<file path="config.mk">
export PLATFORM = sky130hd
export DESIGN_NAME = ldupd_unit
export DESIGN_NICKNAME = d
export VERILOG_FILES = /design/src/rtl/ldupd_pkg.sv /design/src/rtl/ldupd_dpath.sv /design/src/rtl/ldupd_ctrl.sv /design/src/rtl/ldupd_unit.sv
export SDC_FILE = /design/constraint.sdc
export NUM_CORES = 1
export LEC_CHECK = 0
export BUFFER_PORTS_ARGS = -buffer_cell sky130_fd_sc_hd__clkbuf_2
export CORE_AREA = 2 2 106 108
export DETAILED_ROUTE_END_ITERATION = 6
export DIE_AREA = 0 0 108 110
export PLACE_DENSITY = 0.8
export REMOVE_ABC_BUFFERS = 1
export SYNTH_ARGS = -nofsm -noshare
export SYNTH_HDL_FRONTEND = slang
export SYNTH_HIERARCHICAL = 1
export SYNTH_SLANG_ARGS = --single-unit
</file>
<file path="constraint.sdc">
create_clock -name clk -period 3.3 [get_ports clk]
set_input_delay 0 -clock clk [delete_from_list [all_inputs] [get_ports clk]]
set_output_delay 0 -clock clk [all_outputs]
set_load 0.005 [all_outputs]
</file>
<file path="src/rtl/ldupd_pkg.sv">
package ldupd_pkg;

  typedef enum logic [2:0] {
    ST_IDLE,
    ST_REQ,
    ST_WAIT,
    ST_DONE,
    ST_AFLT
  } ldState_t;

  typedef struct packed {
    logic latchOp;
    logic latchRsp;
  } ctrlStrobes_t;

endpackage

</file>
<file path="src/rtl/ldupd_dpath.sv">
module ldupd_dpath
  import ldupd_pkg::*;
#(
  parameter int XLEN   = 32,
  parameter int HALF_W = 16,
  parameter int IDX_W  = 5
) (
  input  logic              clk,
  input  logic              rstN,
  input  ctrlStrobes_t      strb,
  input  logic [IDX_W-1:0]  issueBaseIdx,
  input  logic [IDX_W-1:0]  issueTgtIdx,
  input  logic [XLEN-1:0]   issueBaseVal,
  input  logic [XLEN-1:0]   issueIdxVal,
  input  logic [HALF_W-1:0] memRspData,
  output logic [XLEN-1:0]   ea,
  output logic              eaOdd,
  output logic [XLEN-1:0]   result,
  output logic [IDX_W-1:0]  baseIdx,
  output logic [IDX_W-1:0]  tgtIdx,
  output logic              updateOk
);

  localparam int EXT_W = XLEN - HALF_W;

  logic [XLEN-1:0]   eaNext;
  logic [XLEN-1:0]   eaQ;
  logic [IDX_W-1:0]  baseIdxQ;
  logic [IDX_W-1:0]  tgtIdxQ;
  logic [HALF_W-1:0] halfQ;

  // Address adder sits in front of the operand register.
  always_comb begin
    if (issueBaseIdx == '0) eaNext = issueIdxVal;
    else                    eaNext = issueBaseVal + issueIdxVal;
  end

  always_ff @(posedge clk) begin
    if (!rstN) begin
      eaQ      <= '0;
      baseIdxQ <= '0;
      tgtIdxQ  <= '0;
      halfQ    <= '0;
    end else begin
      if (strb.latchOp) begin
        eaQ      <= eaNext;
        baseIdxQ <= issueBaseIdx;
        tgtIdxQ  <= issueTgtIdx;
      end
      if (strb.latchRsp) halfQ <= memRspData;
    end
  end

  assign ea       = eaQ;
  assign eaOdd    = eaQ[0];
  assign baseIdx  = baseIdxQ;
  assign tgtIdx   = tgtIdxQ;
  assign updateOk = (baseIdxQ != '0) && (baseIdxQ != tgtIdxQ);
  assign result   = {{EXT_W{halfQ[HALF_W-1]}}, halfQ};

  AST_EA_HELD: assert property (@(posedge clk) disable iff (!rstN)
    !strb.latchOp |=> $stable(eaQ));

endmodule

</file>
<file path="src/rtl/ldupd_ctrl.sv">
module ldupd_ctrl
  import ldupd_pkg::*;
(
  input  logic         clk,
  input  logic         rstN,
  input  logic         issueValid,
  input  logic         strictAlign,
  input  logic         memReqReady,
  input  logic         memRspValid,
  input  logic         memRspFault,
  input  logic         eaOdd,
  input  logic         updateOk,
  output logic         issueReady,
  output logic         memReqValid,
  output logic         tgtWrEn,
  output logic         baseWrEn,
  output logic         faultValid,
  output logic         faultAlign,
  output ctrlStrobes_t strb
);

  ldState_t state, stateNext;
  logic     strictQ;
  logic     dsFaultQ;
  logic     misaligned;

  assign misaligned = strictQ && eaOdd;

  always_comb begin
    stateNext     = state;
    issueReady    = 1'b0;
    memReqValid   = 1'b0;
    tgtWrEn       = 1'b0;
    baseWrEn      = 1'b0;
    faultValid    = 1'b0;
    faultAlign    = 1'b0;
    strb.latchOp  = 1'b0;
    strb.latchRsp = 1'b0;
    unique case (state)
      ST_IDLE: begin
        issueReady   = 1'b1;
        strb.latchOp = issueValid;
        if (issueValid) stateNext = ST_REQ;
      end
      ST_REQ: begin
        if (misaligned) begin
          stateNext = ST_AFLT;
        end else begin
          memReqValid = 1'b1;
          if (memReqReady) stateNext = ST_WAIT;
        end
      end
      ST_WAIT: begin
        strb.latchRsp = memRspValid;
        if (memRspValid) stateNext = ST_DONE;
      end
      ST_DONE: begin
        faultValid = dsFaultQ;
        tgtWrEn    = !dsFaultQ;
        baseWrEn   = !dsFaultQ && updateOk;
        stateNext  = ST_IDLE;
      end
      ST_AFLT: begin
        faultValid = 1'b1;
        faultAlign = 1'b1;
        stateNext  = ST_IDLE;
      end
      default: stateNext = ST_IDLE;
    endcase
  end

  always_ff @(posedge clk) begin
    if (!rstN) begin
      state    <= ST_IDLE;
      strictQ  <= 1'b0;
      dsFaultQ <= 1'b0;
    end else begin
      state <= stateNext;
      if (strb.latchOp)  strictQ  <= strictAlign;
      if (strb.latchRsp) dsFaultQ <= memRspFault;
    end
  end

  AST_REQ_HOLD: assert property (@(posedge clk) disable iff (!rstN)
    memReqValid && !memReqReady |=> memReqValid);
  AST_FAULT_NO_WRITE: assert property (@(posedge clk) disable iff (!rstN)
    faultValid |-> !tgtWrEn && !baseWrEn);
  AST_IDLE_QUIET: assert property (@(posedge clk) disable iff (!rstN)
    issueReady |-> !(tgtWrEn || baseWrEn || faultValid || memReqValid));
  AST_ONE_PULSE: assert property (@(posedge clk) disable iff (!rstN)
    (tgtWrEn || faultValid) |=> issueReady);

endmodule

</file>
<file path="src/rtl/ldupd_unit.sv">
module ldupd_unit
  import ldupd_pkg::*;
#(
  parameter int XLEN   = 32,
  parameter int HALF_W = 16,
  parameter int IDX_W  = 5
) (
  input  logic              clk,
  input  logic              rstN,
  input  logic              strictAlign,
  input  logic              issueValid,
  output logic              issueReady,
  input  logic [IDX_W-1:0]  issueBaseIdx,
  input  logic [IDX_W-1:0]  issueTgtIdx,
  input  logic [XLEN-1:0]   issueBaseVal,
  input  logic [XLEN-1:0]   issueIdxVal,
  output logic              memReqValid,
  input  logic              memReqReady,
  output logic [XLEN-1:0]   memReqAddr,
  input  logic              memRspValid,
  input  logic [HALF_W-1:0] memRspData,
  input  logic              memRspFault,
  output logic              tgtWrEn,
  output logic [IDX_W-1:0]  tgtWrIdx,
  output logic [XLEN-1:0]   tgtWrData,
  output logic              baseWrEn,
  output logic [IDX_W-1:0]  baseWrIdx,
  output logic [XLEN-1:0]   baseWrData,
  output logic              faultValid,
  output logic              faultAlign,
  output logic [XLEN-1:0]   faultAddr
);

  ctrlStrobes_t    strb;
  logic [XLEN-1:0] ea;
  logic            eaOdd;
  logic            updateOk;

  ldupd_ctrl ctrl_i (
    .clk         (clk),
    .rstN        (rstN),
    .issueValid  (issueValid),
    .strictAlign (strictAlign),
    .memReqReady (memReqReady),
    .memRspValid (memRspValid),
    .memRspFault (memRspFault),
    .eaOdd       (eaOdd),
    .updateOk    (updateOk),
    .issueReady  (issueReady),
    .memReqValid (memReqValid),
    .tgtWrEn     (tgtWrEn),
    .baseWrEn    (baseWrEn),
    .faultValid  (faultValid),
    .faultAlign  (faultAlign),
    .strb        (strb)
  );

  ldupd_dpath #(.XLEN(XLEN), .HALF_W(HALF_W), .IDX_W(IDX_W)) dpath_i (
    .clk          (clk),
    .rstN         (rstN),
    .strb         (strb),
    .issueBaseIdx (issueBaseIdx),
    .issueTgtIdx  (issueTgtIdx),
    .issueBaseVal (issueBaseVal),
    .issueIdxVal  (issueIdxVal),
    .memRspData   (memRspData),
    .ea           (ea),
    .eaOdd        (eaOdd),
    .result       (tgtWrData),
    .baseIdx      (baseWrIdx),
    .tgtIdx       (tgtWrIdx),
    .updateOk     (updateOk)
  );

  assign memReqAddr = ea;
  assign baseWrData = ea;
  assign faultAddr  = ea;

  AST_BASE_WITH_TGT: assert property (@(posedge clk) disable iff (!rstN)
    baseWrEn |-> tgtWrEn);
  AST_BASE_IDX_RULE: assert property (@(posedge clk) disable iff (!rstN)
    baseWrEn |-> (baseWrIdx != '0) && (baseWrIdx != tgtWrIdx));
  AST_ALIGN_ODD: assert property (@(posedge clk) disable iff (!rstN)
    faultValid && faultAlign |-> faultAddr[0]);

endmodule

</file>
==> PnR_summary.wiki <==
{| class="wikitable"
! Metric !! Value
|-
| Post-layout utilization of the core || 0.587
|-
| Total wirelength of the detailed-routed design || ~15 mm
|-
| RD Place Congestion || 0.832
|-
| Final antenna-violating net count || 0
|-
| H-tree levels || 3
|-
| Hold/Removal Path Class || in2reg
|-
| Ys flop type || sky130_fd_sc_hd__dfxtp_1
|-
| Number of distinct library cells after synthesis || 65
|-
| Post-layout min period || 3.02 ns
|-
| Comb pwr share || 0.332
|-
| Period utilisation layout || 0.916
|-
| Count of mapped cells out of synthesis || 617
|-
| Mean area per synthesized cell || 7.93 um^2
|-
| Number of global-route vias before repair || ~4500
|-
| Vertical die dimension || 110 um
|-
| Worst slew margin || 0.317
|-
| Result of the run || complete, no violations
|-
| Number of synthesized register bits || 63
|-
| Wire length of the first global-routing pass || 22.0 mm
|-
| Number of enable flip-flop cells after synthesis || 0
|-
| Clock network fraction of design power || 0.315
|-
| Slew Limit Fails || 0
|-
| Met2 Resource Use GR || 0.431
|-
| Cell area reported after detailed placement || 5540 um^2
|-
| Power, Total || 2530 uW
|-
| Post-CTS setup-driven buffer insertion count || 0
|-
| Power density cells || just over 400 nW/um^2
|-
| Total routing resource utilization after global routing || 0.233
|-
| Port Buf Inserts || 240
|-
| Leakage power || roughly 0.003 uW
|-
| Highest clock frequency the design can meet || roughly 0.33 GHz
|-
| TritonCTS clock tree || built
|-
| Cell types occupying the most area after synthesis || sky130_fd_sc_hd__dfxtp_1 (26%), sky130_fd_sc_hd__buf_4 (13%), sky130_fd_sc_hd__ha_1 (7.9%), sky130_fd_sc_hd__mux2i_1 (6.3%), sky130_fd_sc_hd__a21oi_1 (5.6%)
|-
| Worst Tran Pin Value || between 1 and 1.5 ns
|-
| First-pass iteration count of the detailed router || 7
|-
| Setup violation total in the final timing report || 0
|-
| Sequential cell area fraction in the yosys report || 0.258
|-
| Worst clock skew || 0.0187 ns
|-
| R2r worst-path depth || 3
|-
| GRT Residual Overflow || 0
|-
| Summed area of non-filler cells in the final layout || 6280 um^2
|-
| Post-layout worst setup margin || between 0.2 and 0.3 ns
|-
| Worst setup path class || in2reg
|-
| Starting Density || 0.457
|-
| Fraction of final layout cells with drive strength greater than 1 || 0.337
|-
| Layout overhead on the synthesized area || 28.4%
|-
| Post-synthesis instance area || 4890 um^2
|-
| Cell depth of the worst hold path || 5
|-
| RSZ-0062 raised after global routing || no
|-
| TritonCTS sink count || 63
|-
| Part of the total power dissipated in sequential elements || 0.353
|-
| Total DRC errors in the routed layout || 0
|-
| Drt first-iter violations || between 300 and 400
|-
| Antenna diode count || 0
|-
| Width of the chip || 108 um
|-
| Sw Pwr || 841 uW
|-
| Met1 global-route usage || 0.279
|-
| Via Count || 5050
|-
| Number of buffers inserted during clock tree synthesis || 9
|-
| Root buffer cell || sky130_fd_sc_hd__clkbuf_8
|-
| Die area || 11900 um^2
|-
| Final number of hold-violating endpoints || 0
|-
| Pre-CTS setup slack || 0.513 ns
|-
| Net total in the final layout || 936
|-
| Largest buffer count on any clock path || 2
|-
| Initial antenna violation count || 0
|-
| Grt peak-use layer || met2
|-
| Clk_lat worst skew || 0.34 ns
|-
| Top-Level Pins || 241
|-
| Data required time of the critical path || 3.57 ns
|-
| Average wire length per cell after detail routing || 15.3 um
|-
| GR met3 Demand/Resource || 0.0341
|-
| Internal Power || 1690 uW
|-
| Endpoint type of the worst setup path || flop
|-
| Cell type with the highest aggregate area in the netlist || sky130_fd_sc_hd__dfxtp_1
|-
| Total of max-cap violations || 0
|-
| Top fanout value on the critical path || 5
|-
| Switching power as a share of total power || 0.333
|-
| Startpoint type of the worst setup path || input port
|-
| Worst supply voltage drop on vdd || 174 uV
|-
| Total number of yosys warnings || 6
|-
| Share of synthesized flip-flops with an asynchronous set or reset || 0
|-
| Arr. time, crit path || 3.29 ns
|-
| FP Rows || 38
|-
| Detailed-placement wirelength estimate || 9.88 mm
|-
| Post-CTS clock slew at the launch and capture registers of the worst setup and hold paths || 0.09 ns
|-
| Yosys top cell area share || 0.258
|-
| Maximum number of pins on one net before global-route repair || 71
|-
| Core region area || 10700 um^2
|-
| Via-to-Cell Ratio || 5.30
|}
==> power by group through the flow <==
stage | combinational (uW) | clock (uW) | sequential [uW]
after floorplan | 445 | 0 | 918
after global placement | 768 | 0 | 906
after detailed placement | 777 | 0 | 909
after CTS | 829 | 819 | 892
after global routing | 930 | 859 | 902
final | 839 | 795 | 893
==> stage by stage <==
stage | cells | hold slack (ns) | TNS [ns]
global placement | 886 | 0.224 | 0
finish | 952 | 0.0337 | 0
floorplan | 502 | 0.137 | -0.633
detailed placement | 886 | 0.233 | 0
global route | 952 | 0.0395 | 0
CTS | 952 | 0.0106 | 0
==> routing by layer <==
layer / up-vias / routed length (um) / share of wire
li1: 2487 / - / -
met1: 2317 / 6110 / 0.42
met2: 232 / 7290 / 0.50
met3: 14 / 984 / 0.068
met4: 0 / 163 / 0.011
met5: - / 0 / 0
==> cell type report <==
cell class / count / area, um^2
clock inverter: 6 / 92.6
sequential: 63 / 1260
clock buffer: 10 / 138
multi-input combinational: 427 / 2840
fill: 984 / 4420
timing repair buffer: 294 / 1730
inverter: 12 / 45.0
tap: 140 / 175
==> synthesized netlist by cell type (2+ instances only) <==
cell type                   n
sky130_fd_sc_hd__xnor2_1   21
sky130_fd_sc_hd__inv_1     11
sky130_fd_sc_hd__a21oi_1   55
sky130_fd_sc_hd__buf_4     82
sky130_fd_sc_hd__dfxtp_1   63
sky130_fd_sc_hd__nor2b_1    2
sky130_fd_sc_hd__a221oi_1   2
sky130_fd_sc_hd__o211ai_1   6
sky130_fd_sc_hd__nor2_1    63
sky130_fd_sc_hd__ha_1      31
sky130_fd_sc_hd__nor3_1     2
sky130_fd_sc_hd__or2_2      2
sky130_fd_sc_hd__o21ai_0   37
sky130_fd_sc_hd__buf_2      5
sky130_fd_sc_hd__mux2i_1   31
sky130_fd_sc_hd__o21bai_1   4
sky130_fd_sc_hd__clkbuf_1  26
sky130_fd_sc_hd__or4_1      2
sky130_fd_sc_hd__o311ai_0   2
sky130_fd_sc_hd__and2_1     3
sky130_fd_sc_hd__nand2b_1   5
sky130_fd_sc_hd__mux2_2     2
sky130_fd_sc_hd__nand4_1    5
sky130_fd_sc_hd__a211oi_1   2
sky130_fd_sc_hd__o21a_1     2
sky130_fd_sc_hd__a21o_1    12
sky130_fd_sc_hd__and3_1     7
sky130_fd_sc_hd__nand3_1   14
sky130_fd_sc_hd__nor3b_1    2
sky130_fd_sc_hd__a31oi_1   13
sky130_fd_sc_hd__a311oi_1   9
sky130_fd_sc_hd__xor2_1     9
sky130_fd_sc_hd__nand2_1   49
sky130_fd_sc_hd__or3_1      2
sky130_fd_sc_hd__o21ai_1    4
==> worst paths after layout <==
check	from	endpoint	slack, ns
min	issueIdxVal[14]	dpath_i/ea[14]	0.03
min reg2reg	ctrl_i/strictQ	ctrl_i/state[2]	0.48
max	issueIdxVal[1]	dpath_i/ea[31]	0.28
max reg2reg	ctrl_i/state[1]	dpath_i/halfQ[6]	1.29
==> cells by family after synthesis <==
group / share of synthesized area
simple gates: 0.163
xor+xnor: 0.0537
flops: 0.258
buf+inv: 0.163
compound gates: 0.211
fa+ha+maj: 0.0834
mux: 0.0680
==> sequential cells by signal (all words and copies together), names as in the netlist <==
name,flops
ctrl_i/dsFaultQ,1
ctrl_i/state,3
ctrl_i/strictQ,1
dpath_i/baseIdx,5
dpath_i/ea,32
dpath_i/halfQ,16
dpath_i/tgtIdx,5
==> worst max-delay path, cell delays in order <==
cell and delay [ns]:
sky130_fd_sc_hd__dlygate4sd3_1 0.54, sky130_fd_sc_hd__clkbuf_2 0.14, sky130_fd_sc_hd__ha_1 0.29, sky130_fd_sc_hd__a211oi_1 0.32, sky130_fd_sc_hd__o211ai_1 0.17, sky130_fd_sc_hd__a221oi_1 0.54, sky130_fd_sc_hd__a211oi_2 0.23, sky130_fd_sc_hd__a41o_1 0.29
sky130_fd_sc_hd__a31oi_1 0.20, sky130_fd_sc_hd__xor2_1 0.10, sky130_fd_sc_hd__or3_1 0.31, sky130_fd_sc_hd__a31oi_1 0.16
==> cells in the final DEF, fill, tap and decap left out, types with 3 or more instances in the layout <==
cell type,instances
sky130_fd_sc_hd__a311oi_1,9
sky130_fd_sc_hd__dfxtp_1,63
sky130_fd_sc_hd__nand2_1,49
sky130_fd_sc_hd__inv_1,11
sky130_fd_sc_hd__a31oi_1,13
sky130_fd_sc_hd__a21oi_1,55
sky130_fd_sc_hd__xor2_1,9
sky130_fd_sc_hd__clkbuf_8,10
sky130_fd_sc_hd__xnor2_1,21
sky130_fd_sc_hd__o21ai_1,4
sky130_fd_sc_hd__clkbuf_2,240
sky130_fd_sc_hd__buf_4,4
sky130_fd_sc_hd__o211ai_1,6
sky130_fd_sc_hd__and2_1,3
sky130_fd_sc_hd__mux2i_1,31
sky130_fd_sc_hd__o21ai_0,37
sky130_fd_sc_hd__nor2_1,63
sky130_fd_sc_hd__o21bai_1,4
sky130_fd_sc_hd__dlygate4sd3_1,50
sky130_fd_sc_hd__ha_1,31
sky130_fd_sc_hd__and3_1,7
sky130_fd_sc_hd__nand3_1,14
sky130_fd_sc_hd__nand4_1,5
sky130_fd_sc_hd__a21o_1,12
sky130_fd_sc_hd__nand2b_1,5
==> timing repair <==
| action | in CTS | in global routing |
|---|---|---|
| gates resized for setup | 0 | 1 |
| hold endpoints to repair | 51 | 0 |
| endpoints found under the setup margin | 0 | 1 |
| hold buffers | 50 | 0 |
Note: power is estimated with default switching activity, not from simulation.
